==> config.mk <==
export PLATFORM = sky130hd
export DESIGN_NAME = offset_slew_limiter
export DESIGN_NICKNAME = d
export VERILOG_FILES = /design/src/rtl/osl_pkg.sv /design/src/rtl/osl_regs.sv /design/src/rtl/osl_target.sv /design/src/rtl/osl_ramp.sv /design/src/rtl/offset_slew_limiter.sv
export SDC_FILE = /design/constraint.sdc
export NUM_CORES = 1
export LEC_CHECK = 0
export BUFFER_PORTS_ARGS = -buffer_cell sky130_fd_sc_hd__buf_2
export CORE_MARGIN = 2
export CORE_UTILIZATION = 25
export CTS_BUF_LIST = sky130_fd_sc_hd__clkbuf_2
export DETAILED_ROUTE_END_ITERATION = 12
export REMOVE_ABC_BUFFERS = 1
export SYNTH_ARGS = -nofsm -noshare
export SYNTH_HDL_FRONTEND = slang
export SYNTH_SLANG_ARGS = --single-unit
==> constraint.sdc <==
create_clock -name clk -period 21.8 [get_ports clk]
set_input_delay 2.18 -clock clk [delete_from_list [all_inputs] [get_ports clk]]
set_output_delay 2.18 -clock clk [all_outputs]
set_load 0.005 [all_outputs]
==> src/rtl/osl_pkg.sv <==
package osl_pkg;

    localparam int CAL_W     = 11;
    localparam int CAL_SCALE = 100;
    localparam int ADDR_W    = 3;

    localparam logic [ADDR_W-1:0] A_CTL  = 3'd0;
    localparam logic [ADDR_W-1:0] A_CAL  = 3'd1;
    localparam logic [ADDR_W-1:0] A_USER = 3'd2;
    localparam logic [ADDR_W-1:0] A_LIM  = 3'd3;
    localparam logic [ADDR_W-1:0] A_STH  = 3'd4;

    typedef enum logic [1:0] {
        MODE_FREE = 2'd0,
        MODE_HOLD = 2'd1,
        MODE_TRK  = 2'd2,
        MODE_RSV  = 2'd3
    } op_mode_e;

    typedef enum logic [1:0] {
        RATE_1    = 2'd0,
        RATE_1P5  = 2'd1,
        RATE_2    = 2'd2,
        RATE_NONE = 2'd3
    } slew_rate_e;

    typedef struct packed {
        slew_rate_e rate;
        logic       follow;
        logic       ho_user;
        op_mode_e   mode;
    } ctl_t;

    localparam int CTL_W = $bits(ctl_t);

    function automatic logic [1:0] step_size(slew_rate_e r, logic ph);
        case (r)
            RATE_1:   step_size = 2'd1;
            RATE_1P5: step_size = ph ? 2'd2 : 2'd1;
            RATE_2:   step_size = 2'd2;
            default:  step_size = 2'd0;
        endcase
    endfunction

endpackage

==> src/rtl/osl_regs.sv <==
module osl_regs
    import osl_pkg::*;
#(
    parameter int OFS_W = 24
) (
    input  logic                    clk,
    input  logic                    rst,
    input  logic                    wr_en,
    input  logic [ADDR_W-1:0]       wr_addr,
    input  logic [OFS_W-1:0]        wr_data,
    input  logic [ADDR_W-1:0]       rd_addr,
    input  logic signed [OFS_W-1:0] st_hist,
    output logic [OFS_W-1:0]        rd_data,
    output ctl_t                    ctl,
    output logic signed [CAL_W-1:0] cal,
    output logic signed [OFS_W-1:0] user_ofs,
    output logic [OFS_W-2:0]        pull_lim
);

    always_ff @(posedge clk) begin
        if (rst) begin
            ctl      <= '0;
            cal      <= '0;
            user_ofs <= '0;
            pull_lim <= '0;
        end else if (wr_en) begin
            case (wr_addr)
                A_CTL:   ctl      <= ctl_t'(wr_data[CTL_W-1:0]);
                A_CAL:   cal      <= wr_data[CAL_W-1:0];
                A_USER:  user_ofs <= wr_data;
                A_LIM:   pull_lim <= wr_data[OFS_W-2:0];
                default: ;
            endcase
        end
    end

    always_comb begin
        case (rd_addr)
            A_CTL:   rd_data = OFS_W'(ctl);
            A_CAL:   rd_data = OFS_W'(cal);
            A_USER:  rd_data = user_ofs;
            A_LIM:   rd_data = {1'b0, pull_lim};
            A_STH:   rd_data = st_hist;
            default: rd_data = '0;
        endcase
    end

    AST_CAL_WRITE: assert property (@(posedge clk) disable iff (rst)
        (wr_en && wr_addr == A_CAL) |=> (cal == $past(wr_data[CAL_W-1:0])));

    AST_LIM_WRITE: assert property (@(posedge clk) disable iff (rst)
        (wr_en && wr_addr == A_LIM) |=> (pull_lim == $past(wr_data[OFS_W-2:0])));

endmodule

==> src/rtl/osl_target.sv <==
module osl_target
    import osl_pkg::*;
#(
    parameter int OFS_W = 24
) (
    input  logic                    clk,
    input  logic                    rst,
    input  ctl_t                    ctl,
    input  logic signed [CAL_W-1:0] cal,
    input  logic signed [OFS_W-1:0] user_ofs,
    input  logic [OFS_W-2:0]        pull_lim,
    input  logic signed [OFS_W-1:0] ref_ofs,
    input  logic                    ref_lost,
    input  logic signed [OFS_W-1:0] hist_ofs,
    input  logic signed [OFS_W-1:0] st_hist,
    output logic signed [OFS_W-1:0] tgt
);

    localparam int WW = OFS_W + 2;
    localparam logic signed [WW-1:0] SCALE_X = WW'(CAL_SCALE);
    localparam logic signed [WW-1:0] MAX_X   = $signed({3'b000, {(OFS_W-1){1'b1}}});
    localparam logic signed [WW-1:0] MIN_X   = $signed({3'b111, {(OFS_W-1){1'b0}}});

    logic signed [WW-1:0] cal_x;
    logic signed [WW-1:0] base_x;
    logic signed [WW-1:0] lim_x;
    logic signed [WW-1:0] ref_x;
    logic signed [WW-1:0] trk_x;
    logic signed [WW-1:0] sel_x;
    logic signed [WW-1:0] sum_x;

    assign cal_x  = WW'(cal);
    assign base_x = cal_x * SCALE_X;
    assign lim_x  = $signed({3'b000, pull_lim});
    assign ref_x  = WW'(ref_ofs);

    always_comb begin
        trk_x = ref_x;
        if (!ctl.follow) begin
            if (ref_x > lim_x)
                trk_x = lim_x;
            else if (ref_x < -lim_x)
                trk_x = -lim_x;
        end
    end

    always_comb begin
        case (ctl.mode)
            MODE_HOLD: sel_x = ctl.ho_user ? WW'(user_ofs) : WW'(hist_ofs);
            MODE_TRK:  sel_x = ref_lost ? WW'(st_hist) : trk_x;
            default:   sel_x = '0;
        endcase
    end

    assign sum_x = base_x + sel_x;

    always_comb begin
        if (sum_x > MAX_X)
            tgt = MAX_X[OFS_W-1:0];
        else if (sum_x < MIN_X)
            tgt = MIN_X[OFS_W-1:0];
        else
            tgt = sum_x[OFS_W-1:0];
    end

    AST_PULLIN_CLAMP: assert property (@(posedge clk) disable iff (rst)
        (ctl.mode == MODE_TRK && !ref_lost && !ctl.follow)
            |-> (sel_x <= lim_x && sel_x >= -lim_x));

    AST_SAT_RANGE: assert property (@(posedge clk) disable iff (rst)
        (sum_x > MAX_X) |-> (tgt == MAX_X[OFS_W-1:0]));

endmodule

==> src/rtl/osl_ramp.sv <==
module osl_ramp
    import osl_pkg::*;
#(
    parameter int OFS_W = 24
) (
    input  logic                    clk,
    input  logic                    rst,
    input  logic                    tick,
    input  slew_rate_e              rate,
    input  logic signed [OFS_W-1:0] tgt,
    output logic signed [OFS_W-1:0] ofs_q,
    output logic                    ramping
);

    localparam int DW = OFS_W + 1;

    logic                 half_ph;
    logic signed [DW-1:0] diff;
    logic signed [DW-1:0] adiff;
    logic signed [DW-1:0] step;
    logic signed [DW-1:0] move;
    logic signed [DW-1:0] nxt;

    assign diff  = DW'(tgt) - DW'(ofs_q);
    assign adiff = (diff < 0) ? -diff : diff;
    assign step  = $signed({{(DW-2){1'b0}}, step_size(rate, half_ph)});
    assign move  = (adiff < step) ? adiff : step;

    always_comb begin
        if (rate == RATE_NONE)
            nxt = DW'(tgt);
        else if (diff > 0)
            nxt = DW'(ofs_q) + move;
        else
            nxt = DW'(ofs_q) - move;
    end

    always_ff @(posedge clk) begin
        if (rst) begin
            ofs_q   <= '0;
            half_ph <= 1'b0;
        end else if (tick) begin
            ofs_q   <= nxt[OFS_W-1:0];
            half_ph <= (rate == RATE_1P5 && diff != 0) ? ~half_ph : 1'b0;
        end
    end

    assign ramping = (diff != 0);

    AST_IDLE_HOLD: assert property (@(posedge clk) disable iff (rst)
        !tick |=> (ofs_q == $past(ofs_q)));

    AST_SNAP: assert property (@(posedge clk) disable iff (rst)
        (tick && rate == RATE_NONE) |=> (ofs_q == $past(tgt)));

    AST_NO_OVERSHOOT_UP: assert property (@(posedge clk) disable iff (rst)
        (tick && diff > 0) |=> (ofs_q <= $past(tgt) && ofs_q > $past(ofs_q)));

    AST_NO_OVERSHOOT_DN: assert property (@(posedge clk) disable iff (rst)
        (tick && diff < 0) |=> (ofs_q >= $past(tgt) && ofs_q < $past(ofs_q)));

    AST_HALF_ALT: assert property (@(posedge clk) disable iff (rst)
        (tick && rate != RATE_1P5) |=> !half_ph);

endmodule

==> src/rtl/offset_slew_limiter.sv <==
module offset_slew_limiter
    import osl_pkg::*;
#(
    parameter int OFS_W = 24
) (
    input  logic                    clk,
    input  logic                    rst,
    input  logic                    tick,
    input  logic                    cfg_wr,
    input  logic [2:0]              cfg_waddr,
    input  logic [OFS_W-1:0]        cfg_wdata,
    input  logic [2:0]              cfg_raddr,
    output logic [OFS_W-1:0]        cfg_rdata,
    input  logic signed [OFS_W-1:0] ref_ofs,
    input  logic                    ref_lost,
    input  logic signed [OFS_W-1:0] hist_ofs,
    input  logic signed [OFS_W-1:0] st_hist,
    output logic signed [OFS_W-1:0] ofs_out,
    output logic                    ramping
);

    ctl_t                    ctl;
    logic signed [CAL_W-1:0] cal;
    logic signed [OFS_W-1:0] user_ofs;
    logic [OFS_W-2:0]        pull_lim;
    logic signed [OFS_W-1:0] tgt;

    osl_regs #(.OFS_W(OFS_W)) u_regs (
        .clk      (clk),
        .rst      (rst),
        .wr_en    (cfg_wr),
        .wr_addr  (cfg_waddr),
        .wr_data  (cfg_wdata),
        .rd_addr  (cfg_raddr),
        .st_hist  (st_hist),
        .rd_data  (cfg_rdata),
        .ctl      (ctl),
        .cal      (cal),
        .user_ofs (user_ofs),
        .pull_lim (pull_lim)
    );

    osl_target #(.OFS_W(OFS_W)) u_target (
        .clk      (clk),
        .rst      (rst),
        .ctl      (ctl),
        .cal      (cal),
        .user_ofs (user_ofs),
        .pull_lim (pull_lim),
        .ref_ofs  (ref_ofs),
        .ref_lost (ref_lost),
        .hist_ofs (hist_ofs),
        .st_hist  (st_hist),
        .tgt      (tgt)
    );

    osl_ramp #(.OFS_W(OFS_W)) u_ramp (
        .clk     (clk),
        .rst     (rst),
        .tick    (tick),
        .rate    (ctl.rate),
        .tgt     (tgt),
        .ofs_q   (ofs_out),
        .ramping (ramping)
    );

    AST_RESET_ZERO: assert property (@(posedge clk)
        $past(rst) |-> (ofs_out == '0));

endmodule

==> results of run 1 <==
sequential cells by signal (all words and copies together), names as in the netlist:
name,cells
u_ramp.ofs_q,24
u_regs.user_ofs,24
u_regs.pull_lim,23
u_regs.cal,11
u_regs.ctl,6
u_ramp.half_ph,1
worst max path at each step:
stage / from / endpoint / slack, ps / cells past startpoint
finish: u_regs.pull_lim[1]$_SDFFE_PP0P_ / u_ramp.ofs_q[22]$_SDFFE_PP0P_ / 1920 / 72
global route: u_regs.pull_lim[0]$_SDFFE_PP0P_ / u_ramp.ofs_q[22]$_SDFFE_PP0P_ / 100 / 72
CTS: u_regs.pull_lim[0]$_SDFFE_PP0P_ / u_ramp.ofs_q[22]$_SDFFE_PP0P_ / 1040 / 72
detailed placement: u_regs.pull_lim[0]$_SDFFE_PP0P_ / u_ramp.ofs_q[22]$_SDFFE_PP0P_ / 1180 / 72
global placement: u_regs.pull_lim[0]$_SDFFE_PP0P_ / u_ramp.ofs_q[22]$_SDFFE_PP0P_ / 1900 / 71
floorplan: u_regs.pull_lim[0]$_SDFFE_PP0P_ / u_ramp.ofs_q[22]$_SDFFE_PP0P_ / 2540 / 71
routing by layer:
layer,track usage (%),share of wire (%),vias up
met1,24.1,44,6801
met2,30.7,47,528
met4,5.33,2.0,0
li1,-,-,6857
met3,2.76,6.9,64
met5,0,0,-
power by group through the flow:
stage	registers [mW]	clock network [mW]	logic (mW)
after global routing	0.231	0.127	1.42
after floorplan	0.213	0	0.937
after detailed placement	0.229	0	1.25
after global placement	0.230	0	1.25
after CTS	0.226	0.121	1.26
final	0.226	0.116	1.28
per-stage QoR:
stage / instance area, um2 / util (%) / hold WS (ps) / setup slack (ps) / cells
final: 14800 / 28.2 / 490 / 1920 / 2634
after global routing: 14800 / 28.2 / 507 / 97.5 / 2634
after CTS: 14800 / 28.1 / 490 / 1040 / 2629
after detailed placement: 14600 / 27.8 / 463 / 1180 / 2613
after global placement: 14600 / 27.8 / 452 / 1900 / 2613
after floorplan: 12900 / - / 437 / 2540 / 1754
critical path, delay by kind of cell (launching register included):
family	cells	cell delay (ps)
and+or+nand+nor	18	4950
buffers and inverters	3	210
AOI/OAI and AO/OA	38	10240
muxes	2	510
DFF	1	430
xor gates and xnor gates	4	1240
adders and majority gates	7	2260
layout make-up:
class,count,area [um2],share of cell area (%)
antenna,5,12.5,0.0845
clock buffer,9,45.0,0.304
clock inverter,7,98.8,0.668
inverter,112,420,2.84
multi-input combinational,1553,10700,72.2
sequential,89,1780,12.0
tap,688,861,5.81
timing repair buffer,171,898,6.07
Yosys cell counts, types with 24 or more instances:
| library cell | instances | area (um2) |
|---|---|---|
| clkbuf_1 | 88 | 330 |
| a21oi_1 | 175 | 876 |
| nand2b_1 | 31 | 194 |
| o22ai_1 | 37 | 231 |
| inv_1 | 112 | 420 |
| dfxtp_1 | 89 | 1780 |
| nand2_1 | 292 | 1100 |
| a21o_1 | 50 | 375 |
| mux2i_1 | 38 | 380 |
| o21ai_0 | 95 | 475 |
| nand3_1 | 30 | 150 |
| ha_1 | 160 | 2000 |
| nor3_1 | 39 | 195 |
| xor2_1 | 27 | 236 |
| xnor2_1 | 68 | 596 |
| mux2_2 | 24 | 270 |
| nor2_1 | 122 | 458 |
repair_timing:
action | CTS | global route
hold buffers | 0 | 0
hold endpoints to repair | 0 | 0
setup endpoints to repair | 0 | 11
resized for setup | 0 | 3
cell families (layout without fill, tap and decap cells):
family                     Yosys count  after routing
and+or+nand+nor                    657            657
AOI/OAI and AO/OA                  567            567
buffers and inverters              213            299
adders and majority gates          172            172
xor gates and xnor gates            95             95
DFF                                 89             89
muxes                               62             62
other                                0              5
==> impl.org, run 1 <==
** STA
- Least-Margin Pin Slew :: about 1200 ps
- Achievable Freq :: roughly 0.050 GHz
- Summed over all failing endpoints, the final setup total negative slack is 0 ps.
- Final period utilization :: 91.2%
- Slew Viols, Final :: 0
- Setup violations remaining at the end of the flow were counted as 0.
- Setup repair after global routing left no endpoint under its margin.
- Clock skew on the completed layout was measured at 60.0 ps.
- Number of endpoints with negative hold slack in the final report :: 0
- Normalized max-slew margin :: about a fifth
- The clock period could shrink to 19880 ps.

** Finish
- Relative to the synthesized area, the layout overhead comes to 11.7%.
- The filler cells instantiated in the layout total 5825.
- Share of post-route cells with drive strength above 1 :: 12.7%
- The net count of the finished layout is 2215.
- Highest-count cells in the layout ignoring fill and taps :: nand2_1, a21oi_1, ha_1
- The library cell used most frequently in the layout, excluding fill and tap cells, is nand2_1.

** Global route
- Global routing used 18.3% of the available tracks.
- Antenna violations before repair :: 3
- The total overflow left after global routing is 0.
- Entering global routing, the biggest net connects 56 pins.
- Vias in the first global route :: 13500
- The first global-routing pass estimated 77900 um of wire.

** Min path
- Depth of the worst hold-timing path :: 2
- For hold timing, the worst endpoint is u_regs.user_ofs[1]$_SDFFE_PP0P_.
- The worst hold path begins at u_regs.user_ofs[1]$_SDFFE_PP0P_.
- Hold/Removal Path Class :: register to register

** Critical path
- In this run the worst path has a maximum fanout of 24.
- The endpoint identified for the worst register-to-register timing path is u_ramp.ofs_q[22]$_SDFFE_PP0P_.
- Cell at the slowest stage of the critical path :: o311ai_2
- The worst setup path is launched from a register.
- The setup check on the worst reg-to-reg path leaves a slack of 1920 ps.
- Worst EP required :: 22550 ps
- The critical path is of the register to register type.
- Stage delay of the slowest cell on the critical path :: 820 ps
- In this run the critical register-to-register path is launched from u_regs.pull_lim[1]$_SDFFE_PP0P_.
- STA puts the critical path data arrival time at around 21000 ps.
- Worst reg2reg path depth :: 72
- STA classifies the critical path endpoint as a register.

** Place
- Total of buffers placed on input and output ports :: 155
- Detail Placement HPWL :: approximately 40000 um
- Routability congestion estimate from global placement :: 0.918

** Logic synthesis
- Total number of yosys warnings :: 0
- After Yosys synthesis, full adders, half adders and majority gates account for 16.9% of the synthesized area.
- Synth cell types :: 83
- Summing the areas of all xor and xnor instances in the mapped netlist gives 6.27% of the synthesized area.
- Multiplexer share of the synthesized area :: between 4 and 5%
- Summing the areas of all compound-gate instances in the mapped netlist gives 28.5% of the synthesized area.
- In the synthesized netlist, the number of instances is 1855.
- Simple-gate share of the synthesized area :: 23.7%
- Proportion of synthesized chip area in sequential cells :: a little over an eighth
- After synthesis, the largest family of logic cells by area is compound AO/OA/AOI/OAI gates.
- Number of synthesized register bits :: 89
- Avg Synthesized Cell Area :: between 7 and 8 um2
- Summing every instance area after synthesis gives 13300 um2.
- Flip-flop cell with the highest count after synthesis :: dfxtp_1
- The synthesized design contains 0 enable-type register cells.
- In the synthesized netlist the async set-or-reset flop fraction comes to 0%.

** Detailed routing
- DRT antenna net count :: 0
- After detailed routing, the number of remaining DRC violations is 0.
- Drt pass-1 iters :: 5
- The first routing iteration left around 1300 violations.
- Routed len/inst :: 19.3 um
- Routed wire length :: 50800 um
- Using the TritonRoute via totals, the vias-per-cell ratio works out to 5.41.
- Overall via count from detail_route :: 14300

** Power
- Switching portion of total power :: around 55%
- The share of total power dissipated in sequential elements is 13.9%.
- Per report_power, the combinational group accounts for between 70 and 80% of the total.
- Clock network fraction of total power :: roughly 7%
- Total power for the finished layout comes to 1.63 mW.
- Internal power comes to between 700 and 800 uW.
- Dividing total power by cell area gives a power density of 110 nW/um2.
- The analysis attributes to cell leakage a power of ~6.5 nW.
- Switching power of the nets :: 889 uW
- Peak ir drop on the vdd network :: 45.7 uV

** Clock tree
- Clock tree from TritonCTS :: built
- Clock Tree Root :: clkbuf_2
- For this design, the sink count on the clock tree is around 90.
- Clock transition at the register clock pins on the worst setup and hold paths after CTS :: roughly 330 ps
- Buffers inserted during clock tree synthesis total 9.
- Skew-Pair Late Insertion Delay :: 810 ps
- No sink is reached through more buffers than the 2 on the longest clock path.
- H-tree lvl count :: 3
- Buffer count from post-CTS setup fixing :: 0

** Floorplanning
- Die boundary width :: ~230 um
- Once the floorplan was initialized, standard cells occupied 25.2% of the core.
- The floorplan step defined a die boundary enclosing 54900 um2.
- The die is 234 um tall.
- Floorplan row count :: 84
- Area inside the core boundary :: 52600 um2
- Number of top-level pins :: 156

** Job
- The tool flagged a number of max-cap violations equal to 0.

** Status
- Outcome :: complete, no violations
Note: power is estimated with default switching activity, not from simulation.
==> inputs of run 2 (changes only) <==
CORE_MARGIN = 1.5   (was 2)
CORE_UTILIZATION = 62   (was 25)
PLACE_DENSITY = 0.84   (was unset)
==> impl.org, run 2 (synthesized netlist as in run 1, its figures left out) <==
** Clock tree
- The count of cells resized by post-cts repair was 0 (unchanged).
- The number of buffers inserted by post-CTS setup repair came to 0 (unchanged).
- The tree is rooted in a clkbuf_2.
- Clock Tree Buf Depth :: 2 (unchanged)
- The clock slew at the register clock pins of the worst setup and hold paths was 310 ps (-20 ps).
- Cts hold-fix bufs :: 0 (unchanged)
- Clock tree from TritonCTS :: built
- The clock sink count came to 89 (unchanged).
- H-tree lvl count :: 3 (unchanged)
- Skew-Pair Late Insertion Delay :: 630 ps (-180 ps)
- TritonCTS buffer count :: 9 (unchanged)

** STA
- Setup repair after global routing left no endpoint under its margin.
- Setup Skew :: 38.3 ps (-21.6 ps)
- The final setup TNS was 0 ps (unchanged).
- Slew Viols, Final :: 0 (unchanged)
- The number of failing setup endpoints in the final timing report came to 0 (unchanged).
- The slew at the pin with the worst max-slew slack was 1270 ps (+74.9 ps).
- Number of endpoints with negative hold slack in the final report :: 0 (unchanged)
- The minimum clock period after layout is 19850 ps (-32.5 ps).
- The fraction of the cycle the final worst path needs is 91.0% (-0.15 points).
- The final worst setup slack came to 1950 ps (+32.5 ps).
- Achievable Freq :: 0.0504 GHz (+0.16%)
- The worst slew slack as a fraction of its limit was 15.1% (-5.2 points).

** Critical path
- Critical path endpoint category :: register
- Sum of buffers and inverters on the critical path :: 3 (unchanged)
- In this run the worst setup path begins at u_regs.pull_lim[0]$_SDFFE_PP0P_.
- RR Endpoint :: u_ramp.ofs_q[23]$_SDFFE_PP0P_
- The most numerous cell type found on the critical path is ha_1.
- Stage delay of the slowest cell on the critical path :: 870 ps (+50 ps)
- Cell at the slowest stage of the critical path :: nor4b_1
- Total number of cells along the worst setup path :: 72 (unchanged)
- Worst EP required :: 22370 ps (-180 ps)
- Largest fanout on the critical path :: 21 (-13%)
- Worst reg2reg path depth :: 72 (unchanged)
- Grouping stages by cell kind, the critical path spends the most delay in compound AO/OA/AOI/OAI gates.
- Startpoint types :: register
- Reg-to-reg slack, setup :: 1950 ps (+30 ps)
- R2r startpoint :: u_regs.pull_lim[0]$_SDFFE_PP0P_
- Critical path capture point :: u_ramp.ofs_q[23]$_SDFFE_PP0P_
- The endpoint arrival time on the critical path is 20420 ps (-210 ps).
- By startpoint and endpoint, the worst setup path is classified as register to register.

** Finish
- Nets :: 2215 (unchanged)
- The number of filler instances in the final layout was 1915 (-67%).
- Highest-count cells in the layout ignoring fill and taps :: nand2_1, a21oi_1, ha_1
- Registers with the most flip-flops :: u_ramp.ofs_q x24, u_regs.user_ofs x24, u_regs.pull_lim x23
- Commonest non-fill, non-tap cell in the layout :: nand2_1
- Compared with the post-synthesis result, the final layout area differs by 7.16%.
- The share of layout cells above drive strength 1 came to 12.6% (-0.15 points).

** Floorplanning
- The area of the die is 22300 um2 (-59%).
- The row count was 53 (-37%).
- The starting density of the core was 63.1% (+38 points).
- Number of top-level pins :: 156 (unchanged)
- The area of the core was 21000 um2 (-60%).
- Die height :: 149 um (-36%)
- Die boundary width :: 149 um (-36%)

** Power
- The leakage power total is 6.45 nW (-0.59%).
- PwrDens :: 112 nW/um2 (+1.7%)
- The maximum ir drop on the vdd rail came to 61.3 uV (+34%).

** Global route
- The first-pass GRT wire length came to 70700 um (-9.2%).
- GRT Util Overall :: 40.0% (+22 points)
- The via count of the first global-routing pass came to 13800 (+1.9%).
- The maximum number of pins on one net before global-route repair is 51 (-8.9%).
- Antenna violations before repair :: 1 (-2)
- Leftover overflow at the end of global routing :: 0 (unchanged)

** Status
- Outcome :: complete, no violations

** Detailed routing
- Initial DRC count :: 1500 (+13%)
- The detailed-routing iteration count for the pre-antenna-repair pass is 5 (unchanged).
- The post-detailed-route via-to-cell ratio was 6.58 (+22%).
- The total via count after detailed routing was 14600 (+2.3%).
- The final wirelength came to 45300 um (-11%).
- Routed len/inst :: 20.4 um (+5.9%)
- The post-detailed-route DRC marker count was 0 (unchanged).
- The remaining antenna violation count after routing came to 0 (unchanged).

** Place
- The total of buffers placed on input and output ports is 155 (unchanged).
- The placer congestion estimate was 0.993 (+8.1%).
- Detail Placement HPWL :: 35000 um (-13%)
- Worst setup slack before clock tree synthesis :: 2710 ps (+1530 ps)

** Job
- Max capacitance violation total :: 0 (unchanged)

** Min path
- Hold/Removal Path Class :: register to register
-- run 2: worst min path at each step --
stage	slack (ps)	endpoint	startpoint	cells after the start
after floorplan	440	u_regs.user_ofs[11]$_SDFFE_PP0P_	u_regs.user_ofs[11]$_SDFFE_PP0P_	2
after global placement	460	u_regs.user_ofs[11]$_SDFFE_PP0P_	u_regs.user_ofs[11]$_SDFFE_PP0P_	2
after detailed placement	460	u_regs.user_ofs[11]$_SDFFE_PP0P_	u_regs.user_ofs[11]$_SDFFE_PP0P_	2
after CTS	480	u_regs.user_ofs[11]$_SDFFE_PP0P_	u_regs.user_ofs[11]$_SDFFE_PP0P_	2
after global routing	510	u_regs.user_ofs[18]$_SDFFE_PP0P_	u_regs.user_ofs[18]$_SDFFE_PP0P_	2
final	480	u_regs.user_ofs[11]$_SDFFE_PP0P_	u_regs.user_ofs[11]$_SDFFE_PP0P_	2
-- run 2: final cells by class --
class                      instances  area [um2]  area share, %
inverter                         112         420           2.96
multi-input combinational       1553       10700           75.1
sequential                        89        1780           12.5
antenna                            1        2.50         0.0176
clock buffer                      10        50.0          0.352
timing repair buffer             171         898           6.32
clock inverter                     6        42.5          0.299
tap                              275         344           2.42
-- run 2: tightest hold or removal path, delay by kind of cell (launching register included) --
| kind | cells | cell delay (ps) |
|---|---|---|
| AOI/OAI and AO/OA | 1 | 50 |
| DFF | 1 | 390 |
| and+or+nand+nor | 1 | 50 |
-- run 2: report_power, final --
part,switching (mW),internal (mW),total (mW)
clock network,0.0699,0.0159,0.0857
registers,0.0339,0.187,0.221
logic,0.769,0.512,1.28
-- run 2: per-layer routing --
layer / wire length, um / part of all wire [%] / global-route usage, % / up-vias
li1: - / - / - / 6858
met1: 18000 / 40 / 48.9 / 6744
met2: 21000 / 46 / 68.6 / 824
met3: 4070 / 9.0 / 5.99 / 156
met4: 2180 / 4.8 / 18.8 / 0
met5: 0 / 0 / 0 / -
-- run 2: through the flow --
step	cells	power [mW]	util, %	instance area (um2)	hold WS, ps
6_report	2217	1.59	67.6	14200	484
5_1_grt	2217	1.71	67.6	14200	508
4_1_cts	2216	1.55	67.6	14200	484
3_5_place_dp	2200	1.46	67.1	14100	457
3_3_place_gp	2200	1.45	67.1	14100	455
2_1_floorplan	1754	1.15	-	12900	437
